### src/rtl/wwdt_pkg.sv
package wwdt_pkg;

    typedef enum logic [2:0] {
        WD_BOOT = 3'd0,
        WD_SHUT = 3'd1,
        WD_OPEN = 3'd2,
        WD_TRIP = 3'd3,
        WD_LOCK = 3'd4
    } wd_state_e;

endpackage

### src/rtl/wwdt_sync.sv
module wwdt_sync #(
    parameter int WIDTH  = 2,
    parameter int STAGES = 2
) (
    input  logic             clk_i,
    input  logic             rst_n_i,
    input  logic [WIDTH-1:0] async_i,
    output logic [WIDTH-1:0] sync_o
);

    logic [WIDTH-1:0] pipe [STAGES];

    genvar g;
    generate
        for (g = 0; g < STAGES; g++) begin : g_stage
            if (g == 0) begin : g_first
                always_ff @(posedge clk_i or negedge rst_n_i) begin
                    if (!rst_n_i) pipe[0] <= '0;
                    else          pipe[0] <= async_i;
                end
            end else begin : g_next
                always_ff @(posedge clk_i or negedge rst_n_i) begin
                    if (!rst_n_i) pipe[g] <= '0;
                    else          pipe[g] <= pipe[g-1];
                end
            end
        end
    endgenerate

    assign sync_o = pipe[STAGES-1];

endmodule

### src/rtl/wwdt_edge.sv
module wwdt_edge (
    input  logic clk_i,
    input  logic rst_n_i,
    input  logic level_i,
    output logic rise_o
);

    logic prev_q;

    always_ff @(posedge clk_i or negedge rst_n_i) begin
        if (!rst_n_i) prev_q <= 1'b0;
        else          prev_q <= level_i;
    end

    assign rise_o = level_i & ~prev_q;

endmodule

### src/rtl/wwdt_tick.sv
module wwdt_tick #(
    parameter int DIV   = 50000,
    parameter int LIMIT = 34,
    parameter int CNT_W = 6
) (
    input  logic             clk_i,
    input  logic             rst_n_i,
    input  logic             restart_i,
    output logic [CNT_W-1:0] ms_o
);

    localparam int PRE_W = $clog2(DIV + 1);
    localparam logic [PRE_W-1:0] PRE_LAST = PRE_W'(DIV - 1);
    localparam logic [CNT_W-1:0] MS_SAT   = CNT_W'(LIMIT);

    logic [PRE_W-1:0] pre_q;
    logic [CNT_W-1:0] ms_q;
    logic             tick;

    assign tick = (pre_q == PRE_LAST);

    // Prescaler: one tick per millisecond, re-phased by each accepted strobe
    always_ff @(posedge clk_i or negedge rst_n_i) begin
        if (!rst_n_i)       pre_q <= '0;
        else if (restart_i) pre_q <= '0;
        else if (tick)      pre_q <= '0;
        else                pre_q <= pre_q + 1'b1;
    end

    // Elapsed milliseconds, saturating at the late limit
    always_ff @(posedge clk_i or negedge rst_n_i) begin
        if (!rst_n_i)                   ms_q <= '0;
        else if (restart_i)             ms_q <= '0;
        else if (tick && ms_q < MS_SAT) ms_q <= ms_q + 1'b1;
    end

    assign ms_o = ms_q;

endmodule

### src/rtl/wwdt_fsm.sv
module wwdt_fsm
    import wwdt_pkg::*;
#(
    parameter int EARLY_MS = 18,
    parameter int LATE_MS  = 34,
    parameter int CNT_W    = 6
) (
    input  logic             clk_i,
    input  logic             rst_n_i,
    input  logic             stb_rise_i,
    input  logic             arm_lvl_i,
    input  logic [CNT_W-1:0] ms_i,
    output logic             restart_o,
    output logic             fail_o,
    output logic             irq_n_o,
    output logic             armed_o
);

    localparam logic [CNT_W-1:0] EARLY_C = CNT_W'(EARLY_MS);
    localparam logic [CNT_W-1:0] LATE_C  = CNT_W'(LATE_MS);

    wd_state_e state_q, state_d;
    logic      armed_q, arm_set;
    wd_state_e fail_dst;

    assign fail_dst = armed_q ? WD_LOCK : WD_TRIP;

    // Next-state logic
    always_comb begin
        state_d = state_q;
        arm_set = 1'b0;
        unique case (state_q)
            WD_BOOT: begin
                if (stb_rise_i) begin
                    state_d = WD_SHUT;            // boot_strobe
                    arm_set = arm_lvl_i;
                end else if (ms_i >= LATE_C) begin
                    state_d = fail_dst;           // timeout
                end
            end
            WD_SHUT: begin
                if (stb_rise_i)              state_d = fail_dst;  // early_strobe
                else if (ms_i >= EARLY_C)    state_d = WD_OPEN;   // window_opens
            end
            WD_OPEN: begin
                if (stb_rise_i) begin
                    state_d = WD_SHUT;            // good_strobe
                    arm_set = arm_lvl_i;
                end else if (ms_i >= LATE_C) begin
                    state_d = fail_dst;           // timeout
                end
            end
            WD_TRIP: begin
                if (stb_rise_i) begin
                    state_d = WD_SHUT;            // release
                    arm_set = arm_lvl_i;
                end
            end
            WD_LOCK: begin
                state_d = WD_LOCK;                // lock_hold
            end
            default: state_d = WD_BOOT;
        endcase
    end

    // State register
    always_ff @(posedge clk_i or negedge rst_n_i) begin
        if (!rst_n_i) state_q <= WD_BOOT;
        else          state_q <= state_d;
    end

    // Arm flag: set only, cleared by power-on reset
    always_ff @(posedge clk_i or negedge rst_n_i) begin
        if (!rst_n_i)     armed_q <= 1'b0;
        else if (arm_set) armed_q <= 1'b1;
    end

    // Outputs decoded from the state register
    always_comb begin
        fail_o    = 1'b0;
        restart_o = stb_rise_i;
        unique case (state_q)
            WD_BOOT, WD_SHUT, WD_OPEN: fail_o = 1'b0;
            WD_TRIP:                   fail_o = 1'b1;
            WD_LOCK: begin
                fail_o    = 1'b1;
                restart_o = 1'b0;
            end
            default:                   fail_o = 1'b1;
        endcase
        irq_n_o = ~fail_o;
        armed_o = armed_q;
    end

endmodule

### src/rtl/window_watchdog.sv
module window_watchdog #(
    parameter int CLK_HZ      = 50_000_000,
    parameter int EARLY_MS    = 18,
    parameter int LATE_MS     = 34,
    parameter int SYNC_STAGES = 2
) (
    input  logic clk_i,
    input  logic por_n_i,
    input  logic strobe_i,
    input  logic arm_req_i,
    output logic irq_n_o,
    output logic fail_o,
    output logic armed_o
);

    localparam int DIV   = (CLK_HZ / 1000 < 2) ? 2 : CLK_HZ / 1000;
    localparam int CNT_W = $clog2(LATE_MS + 1);

    logic [1:0]       sync_lvl;
    logic             stb_rise;
    logic             restart;
    logic [CNT_W-1:0] ms_cnt;

    wwdt_sync #(.WIDTH(2), .STAGES(SYNC_STAGES)) u_sync (
        .clk_i   (clk_i),
        .rst_n_i (por_n_i),
        .async_i ({arm_req_i, strobe_i}),
        .sync_o  (sync_lvl)
    );

    wwdt_edge u_edge (
        .clk_i   (clk_i),
        .rst_n_i (por_n_i),
        .level_i (sync_lvl[0]),
        .rise_o  (stb_rise)
    );

    wwdt_tick #(.DIV(DIV), .LIMIT(LATE_MS), .CNT_W(CNT_W)) u_tick (
        .clk_i     (clk_i),
        .rst_n_i   (por_n_i),
        .restart_i (restart),
        .ms_o      (ms_cnt)
    );

    wwdt_fsm #(.EARLY_MS(EARLY_MS), .LATE_MS(LATE_MS), .CNT_W(CNT_W)) u_fsm (
        .clk_i      (clk_i),
        .rst_n_i    (por_n_i),
        .stb_rise_i (stb_rise),
        .arm_lvl_i  (sync_lvl[1]),
        .ms_i       (ms_cnt),
        .restart_o  (restart),
        .fail_o     (fail_o),
        .irq_n_o    (irq_n_o),
        .armed_o    (armed_o)
    );

endmodule

### config.mk
export PLATFORM = sky130hd
export DESIGN_NAME = window_watchdog
export DESIGN_NICKNAME = d
export VERILOG_FILES = /design/src/rtl/wwdt_pkg.sv /design/src/rtl/wwdt_sync.sv /design/src/rtl/wwdt_edge.sv /design/src/rtl/wwdt_tick.sv /design/src/rtl/wwdt_fsm.sv /design/src/rtl/window_watchdog.sv
export SDC_FILE = /design/constraint.sdc
export NUM_CORES = 1
export LEC_CHECK = 0
export BUFFER_PORTS_ARGS = -buffer_cell sky130_fd_sc_hd__clkbuf_2
export CORE_MARGIN = 3
export CORE_UTILIZATION = 64
export DETAILED_ROUTE_END_ITERATION = 8
export PLACE_DENSITY = 0.79
export SETUP_SLACK_MARGIN = 0.05
export SLEW_MARGIN = 20
export SYNTH_ARGS = -nofsm -noshare
export SYNTH_HDL_FRONTEND = slang
export SYNTH_SLANG_ARGS = --single-unit
export TNS_END_PERCENT = 10
### constraint.sdc
create_clock -name clk_i -period 5.29 [get_ports clk_i]
set_clock_uncertainty 0.05 [all_clocks]
set_input_delay 0.2645 -clock clk_i [delete_from_list [all_inputs] [get_ports clk_i]]
set_output_delay 0.2645 -clock clk_i [all_outputs]
set_load 0.01 [all_outputs]
==> results of run 1 <==
[cell usage after synthesis (all sizes together), types with 2 or more instances]
master and count:
a21oi 10, and3 3, clkbuf 6, dfrtp 31, ha 3, inv 6
mux2i 2, nand2 10, nand2b 2, nand3 9, nand4 4, nor2 16
nor3 2, nor4 6, o21ai 6, o31ai 4, o41ai 2, or3 2
or3b 2, or4 7, or4b 2, xnor2 5, xor2 6
[cells in the final DEF (no fill, tap or decap), types with 3 or more instances in the layout]
cell and count:
xor2_1 6, a21oi_1 10, nor2_1 16, inv_1 6
nand3_1 9, nand4_1 4, xnor2_1 5, nor4_1 6
dfrtp_1 31, dlygate4sd3_1 3, clkbuf_2 6, nand2_1 10
o21ai_0 6, or4_1 7, o31ai_1 4, ha_1 3
clkbuf_4 5
[stage by stage]
| stage | hold slack (ns) | setup WS [ns] | power, W | util |
|---|---|---|---|---|
| 2_1_floorplan | -0.0811 | 3.05 | 0.000407 | - |
| 3_3_place_gp | 0.290 | 2.95 | 0.000439 | 0.712 |
| 3_5_place_dp | 0.288 | 2.91 | 0.000446 | 0.712 |
| 4_1_cts | 0.312 | 2.89 | 0.000586 | 0.750 |
| 5_1_grt | 0.326 | 2.76 | 0.000626 | 0.750 |
| 6_report | 0.302 | 2.88 | 0.000583 | 0.750 |
[report_power, final]
| group | switching, W | leakage (nW) | internal (W) |
|---|---|---|---|
| Clock | 0.0000757 | 0.0341 | 0.0000615 |
| Sequential | 0.0000426 | 0.407 | 0.000266 |
| Combinational | 0.0000762 | 0.281 | 0.0000606 |
| Total | 0.000195 | 0.721 | 0.000388 |
[worst reg2reg max path, delay by kind of cell, from the launching register on]
family | cells | cell delay, ns
DFF | 1 | 0.44
and+or+nand+nor | 3 | 1.68
AOI/OAI and AO/OA | 1 | 0.16
[layout make-up]
class	instances	area [um^2]	area share
Clock buffer	6	51.3	0.0303
Multi-Input combinational cell	115	742	0.439
Tap cell	28	35.0	0.0207
Timing Repair Buffer	9	60.1	0.0355
Inverter	6	22.5	0.0133
Sequential cell	31	776	0.459
Clock inverter	1	5.00	0.00296
[worst paths after layout]
check / endpoint / slack (ns) / cells after the start
setup / recovery: u_tick.ms_o[3] / 2.88 / 4
hold reg to reg: u_sync.sync_o[0] / 0.30 / 0
hold / removal: u_sync.sync_o[0] / 0.30 / 0
min in group asynchronous: u_tick.pre_q[6] / 0.47 / 2
setup reg to reg: u_tick.ms_o[3] / 2.88 / 4
max in group asynchronous: u_fsm.state_q[0] / 4.25 / 2
[sequential cells by signal, summed over array words and instances (netlist names)]
signal / flops
u_edge.prev_q: 1
u_fsm.armed_o: 1
u_fsm.state_q: 3
u_sync.pipe: 2
u_sync.sync_o: 2
u_tick.ms_o: 6
u_tick.pre_q: 16
[timing repair]
item,CTS,global route
endpoints found under the hold margin,33,0
endpoints found under the setup margin,0,0
hold buffers,3,0
buffers inserted,0,0
[per-layer routing]
metal	wire length (um)	global-route usage	vias up
met5	0	0	-
met4	61	0.0903	0
met3	165	0.0748	7
met2	1360	0.319	43
met1	1440	0.317	621
li1	-	-	599
[kinds of logic (layout without fill, tap and decap cells)]
| group | after synthesis | in the layout | share of synthesized area |
|---|---|---|---|
| xor+xnor | 11 | 11 | 0.0616 |
| mux | 2 | 2 | 0.0128 |
| compound gates | 26 | 26 | 0.106 |
| flops | 31 | 31 | 0.496 |
| fa+ha+maj | 4 | 4 | 0.0304 |
| buf+inv | 12 | 22 | 0.0296 |
| simple gates | 72 | 72 | 0.263 |
==> key figures, run 1 <==
Run status
  • Status: completed

Finish
  • Number of diodes: 0
  • Share of post-route cells with drive strength above 1: 0.125
  • Final Non-Filler Cells: between 150 and 200
  • Nets: ~180
  • Fillers: 171
  • Layout area overhead: 8.16%
  • Post-route cell area: between 1500 and 2000 um^2

Synth
  • Post-synth EDFFs: 0
  • Post-Synthesis Cells: ~160
  • Post-synthesis register bit count: 31
  • Sequential fraction of the synthesis area: 0.496
  • Synth async-reset ratio: 1.00
  • Syn_area_per_cell: slightly below 10 um^2
  • Dominant cells by area after synthesis: dfrtp_1, nor2_1, or4_1, xor2_1, a21oi_1
  • Cell area after synthesis: around 1600 um^2
  • Post-Synthesis Net Count: around 170
  • Count of cell types in the netlist: 38
  • Dominant synthesized flop cell: dfrtp_1
  • Share of the synthesized area in the top cell type: 0.496
  • Top cell type by total area after synthesis: dfrtp_1
  • YS warnings: 0

CTS
  • CTS tree: built
  • CTS Buf Count: 5
  • H-Tree Depth: 2
  • CTS resizes: 0
  • Longest Clk Path Bufs: 2
  • Worst-path clk slew: about 0.1 ns
  • CTS root buffer: clkbuf_4
  • Clk sinks: 31
  • Later-pin clock latency in the skew report: roughly 0.33 ns

Drt
  • DR WL/cell: around 15 um
  • Number of routed nets with antenna violations: 0
  • Drt first pass iters: 4
  • Vias/cell: roughly 6.5
  • DRC violations left: 0
  • DR iter-0 viols: between 70 and 80
  • Final wirelength: around 3000 um
  • Via count: 1270

STA
  • Final setup vio count: 0
  • Setup TNS: 0 ns
  • Fmax: approximately 420 MHz
  • Hold Fails Final Rpt: 0
  • Pins Over Slew Limit: 0
  • Slew margin rel.: 0.471
  • Slew @ Worst Pin: 0.774 ns
  • RSZ-0062 raised after global routing: false
  • Fin crit share: 0.455
  • Final Critical Period: roughly 2.4 ns

Floorplanning
  • Initial Utilization: 0.694
  • DIE AREA: about 3000 um^2
  • Chip height: around 55 um
  • FP Rows: 17
  • # IOs: 7
  • Core box area: roughly 2300 um^2
  • Die width: 55.4 um

Setup path
  • Crit-path most repeated cell: or4_1
  • WP data required: roughly 5.5 ns
  • CP arrival: ~2.6 ns
  • Worst path max stage delay: between 0.6 and 0.7 ns
  • CP Buf/Inv Count: 0
  • Crit-path max FO: 9
  • CP Cell Sequence: or4_1 > or4_1 > or4_1 > a21oi_1
  • Crit. Startpoint: u_tick.pre_q[10]
  • Crit end category: flip-flop
  • CP delay by family, top: simple AND/OR/NAND/NOR gates
  • Crit path kind: reg -> reg
  • RR Startpoint: u_tick.pre_q[10]
  • CP max-delay cell: or4_1
  • CP Launch Type: flip-flop

Global route
  • Number of global-route vias before repair: 1191
  • First-pass GRT wire length: 5400 um
  • Total gr overflow: 0
  • Total GRT Usage: 0.225
  • Initial antenna violation count: 0
  • Largest net degree at the start of global routing: 32

Placed design
  • DPL Wire Length: between 2000 and 2500 um
  • Port Buf Inserts: 6
  • Routability Congestion: approximately 0.89
  • Post-Place Cells: about 190
  • Placed cell area: 1610 um^2

Pwr
  • Max VDD drop: 0.299 mV
  • Static Leak: roughly 0.72 nW
  • Pwr/cell area: around 340 nW/um^2

Flow run
  • Max Cap Violations: 0

Hold path
  • Worst min-delay path class: reg -> reg
  • Hold Crit Start: u_sync.pipe[2]
(Power assumes the default switching activity.)
==> inputs of run 2 (changes only) <==
Settings changed: CORE_UTILIZATION 64 to 54, PLACE_DENSITY 0.79 to 0.71.
Clock period 5.29 ns to 2.15 ns, I/O delays scaled along.
==> run 2 against run 1 <==
  * The flow now finishes with violations (setup timing)
  * Flip-flop and latch count did not move
  * Hold slack got worse by 0.0057 ns
  * Sequential power rose by 140%
  * First-iteration DRC count rose by 13%
  * Critical path type unchanged
  * Combinational power rose to 3.3 times the previous value
  * Critical endpoint is now u_tick.ms_o[4]
  * Largest power group unchanged
==> key figures, run 2 (synthesis gave the netlist of run 1 again) <==
Run status
  • Status: finished, violations left
  • Failing checks: setup timing

Drt
  • DR WL/cell: 15.0 um
  • DR iter-0 viols: 86
  • Number of routed nets with antenna violations: 0
  • Final wirelength: 3290 um
  • Drt first pass iters: 4
  • Vias/cell: slightly above 6
  • DRC violations left: 0
  • Via count: 1340

Floorplanning
  • Initial Utilization: 0.599
  • FP Rows: 18
  • Die width: 59.8 um
  • Core box area: approximately 2600 um^2
  • # IOs: 7
  • DIE AREA: 3580 um^2
  • Chip height: 59.8 um

Flow run
  • Max Cap Violations: 0

CTS
  • # Post-CTS Setup Buffers: 0
  • CTS tree: built
  • Worst-path clk slew: 0.09 ns
  • H-Tree Depth: 2
  • Later-pin clock latency in the skew report: between 0.3 and 0.4 ns
  • CTS Buf Count: 5
  • Longest Clk Path Bufs: 2
  • CTS root buffer: clkbuf_4
  • Clk sinks: 31

Global route
  • First-pass GRT wire length: between 5000 and 6000 um
  • Number of global-route vias before repair: roughly 1300
  • Total gr overflow: 0
  • Initial antenna violation count: 0
  • Total GRT Usage: 0.220
  • Largest net degree at the start of global routing: 32

Finish
  • Multi-input logic area: approximately 800 um^2
  • Most flops, register: u_tick.pre_q
  • Reg area: about 780 um^2
  • Max FFs per register: 16
  • Layout area overhead: 21.2%
  • Share of post-route cells with drive strength above 1: 0.259
  • Nets: about 200
  • Number of diodes: 0
  • Leading cell type in the layout, fill and taps excluded: dfrtp_1
  • Fillers: between 200 and 250
  • Commonest cells after routing, fill and taps aside: dfrtp_1, buf_4, nor2_1

Setup path
  • Worst r2r path cells: 4
  • RR Startpoint: u_tick.pre_q[12]
  • CP Launch Type: flip-flop
  • CP arrival: about 2.4 ns
  • Setup slack, reg-to-reg: -0.03 ns
  • Crit-path max FO: 7
  • Critical R2R Capture: u_tick.ms_o[4]
  • Crit end category: flip-flop
  • WP data required: about 2.4 ns
  • Crit path kind: reg -> reg

STA
  • Final Worst Setup Slack: -0.0269 ns
  • Fmax: ~460 MHz
  • Slew @ Worst Pin: ~0.73 ns
  • Pins Over Slew Limit: 0
  • Hold Fails Final Rpt: 0
  • Fin crit share: 1.01
  • Setup TNS: -0.0269 ns
  • RSZ-0062 raised after global routing: true
  • Final Critical Period: around 2.2 ns
  • Final setup vio count: 1
  • Slew margin rel.: 0.511

Placed design
  • DPL Wire Length: about 2200 um
  • Routability Congestion: between 0.8 and 0.9
  • Port Buf Inserts: 6
  • Post-place setup slack: -0.0925 ns

Hold path
  • Hold Crit Start: u_sync.pipe[2]
  • Worst Hold Endpoint: u_sync.sync_o[0]
  • Worst Hold Depth: 0
  • Worst min-delay path class: reg -> reg

Pwr
  • Static Leak: between 0.8 and 0.9 nW
  • Pwr/cell area: around 800 nW/um^2
  • Max VDD drop: roughly 0.66 mV
run 2: changes by cell type in the layout (fill, tap and decap cells not counted), sizes merged:
cell  delta
buf     +21
run 2: through the flow:
step	hold WS (ns)	total power [W]	instance area (um^2)	std cells	utilization
global placement	0.153	0.00115	1770	209	0.676
global route	0.309	0.00162	1900	219	0.726
CTS	0.303	0.00151	1870	219	0.715
floorplan	-0.238	0.00100	1570	158	-
detailed placement	0.158	0.00117	1770	209	0.676
finish	0.297	0.00152	1900	219	0.726
run 2: cell type report:
type	count	share of cell area
well taps	30	0.0198
repair buffers	30	0.115
multi-input cells	115	0.415
flip-flops and latches	31	0.409
clock inverters	1	0.00264
clock buffers	6	0.0271
inverters	6	0.0119
run 2: where the power goes:
part	leakage (nW)	total [W]	switching, W	internal [W]
sequential	0.407	0.000734	0.0000799	0.000654
combinational	0.391	0.000449	0.000236	0.000213
clock	0.0341	0.000336	0.000184	0.000151
total	0.832	0.00152	0.000500	0.00102
run 2: timing repair:
| action | 4_1_cts | 5_1_grt |
|---|---|---|
| resized for setup | 5 | 4 |
| pin swaps | 0 | 2 |
| setup endpoints to repair | 6 | 7 |
| hold buffers | 3 | 0 |
| endpoints found under the hold margin | 33 | 0 |
run 2: worst max path at each step:
stage	startpoint	endpoint	slack, ns	depth (start not counted)
after global placement	u_tick.pre_q[12]	u_tick.ms_o[4]	0.02	4
after CTS	u_tick.pre_q[12]	u_tick.ms_o[4]	-0.02	4
after detailed placement	u_tick.pre_q[12]	u_tick.ms_o[4]	-0.09	4
after global routing	u_tick.pre_q[12]	u_tick.ms_o[4]	-0.08	4
final	u_tick.pre_q[12]	u_tick.ms_o[4]	-0.03	4
after floorplan	u_tick.pre_q[12]	u_tick.ms_o[4]	-0.02	5
run 2: routing by layer:
metal  track usage  part of all wire
met1         0.281              0.47
met2         0.349              0.47
met3        0.0734             0.055
met4        0.0759            0.0058
met5             0                 0
run 2: critical path: stages (launching register included):
cell     delay, ns
dfrtp_1       0.39
or4_4         0.53
or4_4         0.47
or4_4         0.54
a21oi_2       0.13
